### config.mk
export PLATFORM = sky130hd
export DESIGN_NAME = lane_byte_shifter
export DESIGN_NICKNAME = d
export VERILOG_FILES = /design/src/rtl/lbs_pkg.sv /design/src/rtl/lbs_lane_shifter.sv /design/src/rtl/lbs_compose.sv /design/src/rtl/lane_byte_shifter.sv
export SDC_FILE = /design/constraint.sdc
export NUM_CORES = 1
export LEC_CHECK = 0
export ABC_AREA = 1
export ABC_CLOCK_PERIOD_IN_PS = 1450
export BUFFER_PORTS_ARGS = -buffer_cell sky130_fd_sc_hd__clkbuf_2
export CORE_AREA = 2 2 307 309
export DETAILED_ROUTE_END_ITERATION = 6
export DIE_AREA = 0 0 309 311
export PLACE_DENSITY = 0.55
export SLEW_MARGIN = 5
export SYNTH_ARGS = -nofsm -noshare
export SYNTH_HDL_FRONTEND = slang
export SYNTH_SLANG_ARGS = --single-unit
### constraint.sdc
create_clock -name clk -period 1.45 [get_ports clk]
set_input_delay 0.0725 -clock clk [delete_from_list [all_inputs] [get_ports clk]]
set_output_delay 0.0725 -clock clk [all_outputs]
set_load 0.005 [all_outputs]
### src/rtl/lbs_pkg.sv
package lbs_pkg;
   typedef enum logic [1:0] {
      LBS_DESTR  = 2'b00,
      LBS_NARROW = 2'b01,
      LBS_WIDE   = 2'b10,
      LBS_RSVD   = 2'b11
   } lbs_mode_e;
endpackage

### src/rtl/lbs_lane_shifter.sv
// One lane: log-depth byte shifter with a clear on oversize counts.
module lbs_lane_shifter #(
   parameter int LANE_BYTES = 16,
   parameter int CNT_W      = 8
) (
   input  logic [LANE_BYTES*8-1:0] lane_in,
   input  logic [CNT_W-1:0]        cnt,
   output logic [LANE_BYTES*8-1:0] lane_out
);
   localparam int LANE_W = LANE_BYTES * 8;
   localparam int STAGES = $clog2(LANE_BYTES);

   if ((1 << STAGES) != LANE_BYTES) begin : g_bad_lane
      $error("LANE_BYTES must be a power of two");
   end
   if (CNT_W <= STAGES) begin : g_bad_cnt
      $error("CNT_W must exceed log2(LANE_BYTES)");
   end

   logic [LANE_W-1:0] stage [STAGES+1];
   logic              over;

   assign stage[0] = lane_in;

   for (genvar s = 0; s < STAGES; s++) begin : g_stage
      localparam int SH = 8 << s;
      assign stage[s+1] = cnt[s] ? (stage[s] << SH) : stage[s];
   end

   assign over     = |cnt[CNT_W-1:STAGES];
   assign lane_out = over ? '0 : stage[STAGES];
endmodule

### src/rtl/lbs_compose.sv
// Builds the full-width result from shifted lanes according to the mode.
module lbs_compose
   import lbs_pkg::*;
#(
   parameter int LANE_BYTES = 16,
   parameter int NUM_LANES  = 2
) (
   input  logic [LANE_BYTES*8*NUM_LANES-1:0] shifted,
   input  logic [LANE_BYTES*8*NUM_LANES-1:0] dst_prev,
   input  lbs_mode_e                         mode,
   output logic [LANE_BYTES*8*NUM_LANES-1:0] result
);
   localparam int LANE_W = LANE_BYTES * 8;

   for (genvar l = 0; l < NUM_LANES; l++) begin : g_lane
      if (l == 0) begin : g_low
         assign result[LANE_W-1:0] = (mode == LBS_RSVD) ? '0 : shifted[LANE_W-1:0];
      end else begin : g_high
         always_comb begin
            unique case (mode)
               LBS_DESTR: result[l*LANE_W +: LANE_W] = dst_prev[l*LANE_W +: LANE_W];
               LBS_WIDE:  result[l*LANE_W +: LANE_W] = shifted[l*LANE_W +: LANE_W];
               default:   result[l*LANE_W +: LANE_W] = '0;
            endcase
         end
      end
   end
endmodule

### src/rtl/lane_byte_shifter.sv
module lane_byte_shifter
   import lbs_pkg::*;
#(
   parameter int LANE_BYTES = 16,
   parameter int NUM_LANES  = 2,
   parameter int CNT_W      = 8
) (
   input  logic                              clk,
   input  logic                              rst,
   input  logic                              in_valid,
   input  logic [LANE_BYTES*8*NUM_LANES-1:0] src_data,
   input  logic [LANE_BYTES*8*NUM_LANES-1:0] dst_prev,
   input  logic [CNT_W-1:0]                  shift_cnt,
   input  logic [1:0]                        mode,
   output logic                              out_valid,
   output logic [LANE_BYTES*8*NUM_LANES-1:0] out_data
);
   localparam int LANE_W = LANE_BYTES * 8;
   localparam int DATA_W = LANE_W * NUM_LANES;

   if (NUM_LANES < 1) begin : g_bad_lanes
      $error("NUM_LANES must be at least one");
   end

   lbs_mode_e         mode_e;
   logic [DATA_W-1:0] operand;
   logic [DATA_W-1:0] shifted;
   logic [DATA_W-1:0] result;

   assign mode_e  = lbs_mode_e'(mode);
   assign operand = (mode_e == LBS_DESTR) ? dst_prev : src_data;

   for (genvar l = 0; l < NUM_LANES; l++) begin : g_lane
      lbs_lane_shifter #(
         .LANE_BYTES(LANE_BYTES),
         .CNT_W     (CNT_W)
      ) u_lane (
         .lane_in (operand[l*LANE_W +: LANE_W]),
         .cnt     (shift_cnt),
         .lane_out(shifted[l*LANE_W +: LANE_W])
      );
   end

   lbs_compose #(
      .LANE_BYTES(LANE_BYTES),
      .NUM_LANES (NUM_LANES)
   ) u_compose (
      .shifted (shifted),
      .dst_prev(dst_prev),
      .mode    (mode_e),
      .result  (result)
   );

   always_ff @(posedge clk) begin
      if (rst) begin
         out_valid <= 1'b0;
         out_data  <= '0;
      end else begin
         out_valid <= in_valid;
         if (in_valid) out_data <= result;
      end
   end
endmodule

==> flow_metrics.env, run 1 <==
export IMPL_gp_congestion=1.03
export IMPL_path_buf_inv=5
export IMPL_die_y_um=311
export IMPL_setup_ws_ns=-0.0275
export IMPL_hpwl_mm=136
export IMPL_p_int_mw=16.8
export IMPL_cp_depth=11
export IMPL_end_kind="register"
export IMPL_rsz0062_at_grt="true"
export IMPL_fin_hold_ws_ns=0.0119
export IMPL_clock_sinks=257
export IMPL_root_buffer="clkbuf_16"
export IMPL_area_growth_pct=60.3
export IMPL_drt_total_wl_mm=170
export IMPL_wl_per_cell_um=26.8
export IMPL_slew_headroom_pct=54.4
export IMPL_arrival_ns=1.94
export IMPL_numCtsBuffers=38
export IMPL_failed_checks="setup timing"
export IMPL_p_per_area_mw_per_mm2=756
export IMPL_synthTopCellsByArea="nand3_1 (26%), dfxtp_1 (24%), nand2_1 (19%)"
export IMPL_dr_pass1_iters=6
export IMPL_rrSetupSlack_ns=0.51
export IMPL_post_dp_cell_area_sq_mm=0.0310
export IMPL_stdcell_area_sq_mm=0.0351
export IMPL_drc=0
export IMPL_critPathLaunchType="input port"
export IMPL_top_level_ports=782
export IMPL_rows=112
export IMPL_syn_area_sq_mm=0.0219
export IMPL_overflow=0
export IMPL_grt_pass1_vias=32780
export IMPL_clkLatencyLatePin_ns=0.59
export IMPL_nFillCells=10517
export IMPL_swShare_pct=36.7
export IMPL_cts_tree="done"
export IMPL_report_final_hold_viol_count=0
export IMPL_drv_slew=0
export IMPL_die_x_um=309
export IMPL_setup_viol=2
export IMPL_finalCritPeriodShare_pct=102
export IMPL_via_per_inst=5.36
export IMPL_synth_ff_type="dfxtp_1"
export IMPL_drt_iter0_markers=3424
export IMPL_antenna_found_initial=57
export IMPL_synth_warnings=0
export IMPL_fin_skew_ns=0
export IMPL_path_cells="buf_8 -> nor2_4 -> buf_12 -> buf_8 -> buf_4 -> o21ai_1 -> o211ai_1 -> buf_4 -> nand3_1 -> nand3_1 -> a21oi_1"
export IMPL_hold_path_class="in2reg"
export IMPL_async_flop_share_pct=0
export IMPL_initial_utilization_pct=23.6
export IMPL_synth_edf_count=0
export IMPL_fp_dieArea_sq_mm=0.0961
export IMPL_timing_rr_end="out_data[105]$_SDFFE_PP0P_"
export IMPL_critical_path_endpoint="out_data[67]$_SDFFE_PP0P_"
export IMPL_grt_start_max_net_pins=99
export IMPL_seq_power_share_pct=27.9
export IMPL_cp_max_fo=20
export IMPL_synth_nets=4363
export IMPL_ys_seq_area_share_pct=23.5
export IMPL_synth_avg_cell_area_sq_um=5.70
export IMPL_maxCapViolations=0
export IMPL_vias=33998
export IMPL_synth_cells=3838
export IMPL_critPathSlowestCell="o211ai_1"
export IMPL_drive_gt1_share_pct=33.7
export IMPL_vdd_drop_max_mv=0.721
export IMPL_cts_buffer_depth=3
export IMPL_max_slew_worst_pin_slew_ns=0.684
export IMPL_worstPathRequired_ns=1.91
export IMPL_port_buffer_count=781
export IMPL_yosysUniqueCellTypes=30
export IMPL_p_switching_mw=9.74
export IMPL_htreeDepth=2
export IMPL_crit_type="in2reg"
export IMPL_nNetsFinal=5558
export IMPL_period_minus_slack_ns=1.48
export IMPL_comb_power_share_pct=34.1
export IMPL_core_area_sq_mm=0.0928
export IMPL_status="finished, violations left"
export IMPL_fmax_mhz=677
export IMPL_max_stage_delay_ns=0.31
export IMPL_leakagePower_nw=16.7
export IMPL_track_usage_pct=33.4
export IMPL_clockPowerShare_pct=38.0
export IMPL_rr_worst_depth=4
export IMPL_synth_top_area_share_pct=25.6
export IMPL_synth_seq_cells=257
export IMPL_hold_path_startpoint="dst_prev[243]"
export IMPL_regToRegStartpoint="out_data[105]$_SDFFE_PP0P_"
export IMPL_grt_pass1_wl_mm=233
export IMPL_cp_top_family="buffers and inverters"
export IMPL_synth_largest_area_cell="nand3_1"
export IMPL_startpoint="mode[0]"
export IMPL_ant_nets=0
export IMPL_clkTransAtPathRegs_ns=0.06
-- kinds of logic after synthesis --
family	Yosys count	synth area share (%)
and+or+nand+nor	2350	47.1
DFF	257	23.5
AOI/OAI and AO/OA	680	18.6
buffers and inverters	551	10.8
-- layer usage --
metal	routed length (um)	global-route usage (%)	vias to the layer above	part of all wire (%)
li1	-	-	15692	-
met2	83400	58.8	1749	49
met5	140	0	-	0.082
met1	60800	36.1	16094	36
met4	13900	23.9	22	8.2
met3	11900	5.35	441	7.0
-- flip-flops by register name, indices dropped and copies added (netlist names) --
signal,cells
out_valid,1
out_data,256
-- repair_timing --
action                     CTS  global route
setup buffers                3            28
setup endpoints to repair   73           158
cloned                       3            12
hold endpoints to repair    92             1
gates resized for setup     37           279
hold buffers                92             1
pin swaps                    4            68
-- cell usage after synthesis, types with 4 or more instances --
cell	instances
nand2_1	1113
a22oi_1	8
o21ai_0	173
o211ai_1	195
buf_6	17
buf_1	59
o21ai_1	42
a41oi_1	6
nand3_1	1119
nand4_1	15
a31oi_1	83
dfxtp_1	257
nor2_1	85
inv_1	201
buf_2	79
a21oi_1	165
o31ai_1	4
clkbuf_1	173
inv_2	6
o211ai_2	4
buf_4	14
-- placed cells by master, fill, tap and decap left out, types with 31 or more instances in the layout --
cell / count
inv_1: 197
nand2_1: 1069
o21ai_1: 53
buf_4: 520
o21ai_2: 31
clkbuf_16: 48
clkbuf_2: 774
buf_12: 64
nand3_2: 111
o211ai_1: 195
dfxtp_1: 257
o21ai_0: 129
a31oi_1: 82
nor2_1: 80
dlygate4sd3_1: 93
a21oi_1: 152
nand2_2: 41
nand3_1: 1006
-- stage by stage --
stage | std cells | util (%) | worst slack, ns | total power, mW | setup TNS (ns)
finish | 6345 | 37.8 | -0.0275 | 26.5 | -0.0544
global route | 6332 | 37.8 | -0.0907 | 27.4 | -0.923
CTS | 6276 | 36.1 | -0.0304 | 26.0 | -0.0628
detailed placement | 6109 | 33.5 | -1.06 | 15.6 | -141.55
global placement | 6109 | 33.5 | -1.06 | 15.6 | -136.92
floorplan | 3838 | - | 0.00805 | 11.3 | 0
-- worst register-to-register path, cell delays in order, from the launching register on --
cell,delay (ns)
dfxtp_1,0.55
nand2_1,0.12
nand3_1,0.10
nand2_1,0.05
inv_1,0.07
-- power by group through the flow --
stage / combinational (mW) / clock, mW / sequential [mW]
global route: 9.63 / 10.4 / 7.40
floorplan: 3.75 / 0 / 7.52
global placement: 8.06 / 0 / 7.54
CTS: 8.42 / 10.2 / 7.39
finish: 9.05 / 10.1 / 7.39
detailed placement: 8.06 / 0 / 7.54
-- layout make-up --
type	instances	area [sq um]	share of cell area, %
antenna	29	72.6	0.207
sequential	257	5140	14.7
tap	1254	1570	4.47
multi-input combinational	3031	15300	43.7
clock buffer	52	1100	3.14
timing repair buffer	1497	10800	30.9
clock inverter	17	200	0.570
inverter	208	821	2.34
-- worst min path at each step --
stage                                      end  depth (start not counted)
floorplan           out_data[160]$_SDFFE_PP0P_                          2
global placement    out_data[154]$_SDFFE_PP0P_                          3
detailed placement  out_data[154]$_SDFFE_PP0P_                          3
CTS                 out_data[219]$_SDFFE_PP0P_                          6
global route        out_data[255]$_SDFFE_PP0P_                          5
finish              out_data[243]$_SDFFE_PP0P_                          6
No activity file was read; power rests on OpenSTA's default activity.
==> run 2: changes to the inputs <==
PLACE_DENSITY = unset   (was 0.55)
==> flow_metrics.env, run 2 (same netlist as run 1, synthesis figures left out) <==
export IMPL_status="finished, violations left"
export IMPL_failed_checks="setup timing"
export IMPL_clkTransAtPathRegs_ns=0.06
export IMPL_gp_congestion=1.01
export IMPL_fin_skew_ns=0
export IMPL_initial_utilization_pct=23.6
export IMPL_setup_viol=5
export IMPL_grt_start_max_net_pins=107
export IMPL_hpwl_mm=135
export IMPL_cts_buffer_depth=3
export IMPL_stdcell_area_sq_mm=0.0344
export IMPL_power_mw=26.2
export IMPL_hold_path_startpoint="dst_prev[246]"
export IMPL_fin_hold_ws_ns=0.0257
export IMPL_regToRegStartpoint="out_data[115]$_SDFFE_PP0P_"
export IMPL_track_usage_pct=32.8
export IMPL_via_per_inst=5.42
export IMPL_critPathLaunchType="input port"
export IMPL_placed_cells=6095
export IMPL_arrival_ns=1.98
export IMPL_vdd_drop_max_mv=0.717
export IMPL_end_kind="register"
export IMPL_drt_iter0_markers=3545
export IMPL_p_per_area_mw_per_mm2=760
export IMPL_layout_commonest_cell="nand2_1"
export IMPL_root_buffer="clkbuf_16"
export IMPL_finalCritPeriodShare_pct=105
export IMPL_rrSetupSlack_ns=0.52
export IMPL_htreeDepth=2
export IMPL_numCtsBuffers=38
export IMPL_rows=112
export IMPL_rsz0062_at_grt="true"
export IMPL_clkLatencyLatePin_ns=0.57
export IMPL_startpoint="mode[0]"
export IMPL_stdcell_count=6318
export IMPL_vias=34228
export IMPL_setup_ws_ns=-0.0768
export IMPL_top_level_ports=782
export IMPL_rr_worst_depth=4
export IMPL_finalSetupTns_ns=-0.154
export IMPL_largest_register="out_data"
export IMPL_nNetsFinal=5521
export IMPL_cts_tree="done"
export IMPL_hold_path_class="in2reg"
export IMPL_die_y_um=311
export IMPL_layout_common_cells="nand2_1 (1099), nand3_1 (1052), clkbuf_2 (774)"
export IMPL_worstPathRequired_ns=1.90
export IMPL_clock_sinks=257
export IMPL_critical_path_endpoint="out_data[69]$_SDFFE_PP0P_"
export IMPL_period_minus_slack_ns=1.53
export IMPL_port_buffer_count=781
export IMPL_area_growth_pct=57.2
export IMPL_cp_max_fo=20
export IMPL_antenna_found_initial=62
export IMPL_slew_headroom_pct=54.5
export IMPL_core_area_sq_mm=0.0928
export IMPL_drive_gt1_share_pct=31.7
export IMPL_maxCapViolations=0
export IMPL_fp_dieArea_sq_mm=0.0961
export IMPL_drv_slew=0
export IMPL_grt_pass1_wl_mm=228
export IMPL_timing_rr_end="out_data[115]$_SDFFE_PP0P_"
export IMPL_wl_per_cell_um=26.9
export IMPL_overflow=0
export IMPL_top_regs="out_data: 256 flops, out_valid: 1 flops"
export IMPL_drc=0
export IMPL_grt_pass1_vias=31955
export IMPL_dr_pass1_iters=6
export IMPL_ant_nets=0
export IMPL_report_final_hold_viol_count=0
export IMPL_fmax_mhz=655
export IMPL_drt_total_wl_mm=170
export IMPL_post_dp_cell_area_sq_mm=0.0309
export IMPL_leakagePower_nw=16.4
export IMPL_crit_type="in2reg"
export IMPL_largest_register_ffs=256
export IMPL_die_x_um=309
export IMPL_max_slew_worst_pin_slew_ns=0.683
==> run 2: cell count changes in the layout (fill, tap and decap cells not counted), moves of 5 or more <==
| cell | change |
|---|---|
| o21ai_2 | +5 |
| clkbuf_1 | +5 |
| dlygate4sd3_1 | -7 |
| o21ai_1 | -10 |
| nand2_2 | -27 |
| diode_2 | +12 |
| nand2_1 | +30 |
| nand3_2 | -46 |
| nand3_1 | +46 |
| buf_4 | -27 |
==> run 2: final cells by class <==
class | instances | area, sq um
diodes | 41 | 103
inverters | 208 | 816
clock inverters | 12 | 163
fillers | 10416 | 58400
multi-input cells | 3031 | 15000
flip-flops and latches | 257 | 5140
repair buffers | 1460 | 10500
well taps | 1254 | 1570
clock buffers | 55 | 1110
==> run 2: power by group <==
part           switching (mW)  leakage [nW]  internal (mW)
Sequential              0.123          2.09           7.26
Clock                    4.08         0.618           5.84
Combinational            5.34          13.7           3.51
==> run 2: routing by layer <==
metal	global-route usage (%)	up-vias	share of wire, %
met3	6.61	482	7.9
li1	-	15643	-
met2	57.0	1876	49
met1	34.6	16201	35
met4	25.6	26	8.6
met5	0	-	0.10
==> run 2: how the worst min path moves through the flow <==
stage,slack [ns],to,cells past startpoint
after floorplan,0.25,out_data[160]$_SDFFE_PP0P_,2
after global placement,0.35,out_data[160]$_SDFFE_PP0P_,3
after detailed placement,0.35,out_data[160]$_SDFFE_PP0P_,3
after CTS,0.001,out_data[175]$_SDFFE_PP0P_,4
after global routing,0.02,out_data[175]$_SDFFE_PP0P_,4
final,0.03,out_data[246]$_SDFFE_PP0P_,6
==> run 2: per-stage QoR <==
| stage | util, % | setup slack, ns |
|---|---|---|
| CTS | 35.7 | -0.0317 |
| global placement | 33.4 | -0.833 |
| detailed placement | 33.4 | -0.838 |
| global route | 37.0 | -0.0357 |
| floorplan | - | 0.00805 |
| finish | 37.1 | -0.0768 |
==> run 2: worst max-delay path, cell delays in order <==
cell and delay [ns]:
buf_6 0.11, nor2_4 0.16, buf_12 0.19, buf_16 0.20, buf_6 0.20, o21ai_1 0.10
o211ai_1 0.32, nand3_1 0.23, buf_4 0.20, nand3_1 0.11, a21oi_1 0.07
==> run 2: timing repair <==
| action | CTS | global route |
|---|---|---|
| buffers inserted | 0 | 18 |
| gates resized for setup | 21 | 207 |
| pin swaps | 0 | 37 |
| setup endpoints to repair | 42 | 141 |
| hold endpoints to repair | 116 | 0 |
| hold buffers | 86 | 0 |
| cloned | 0 | 14 |
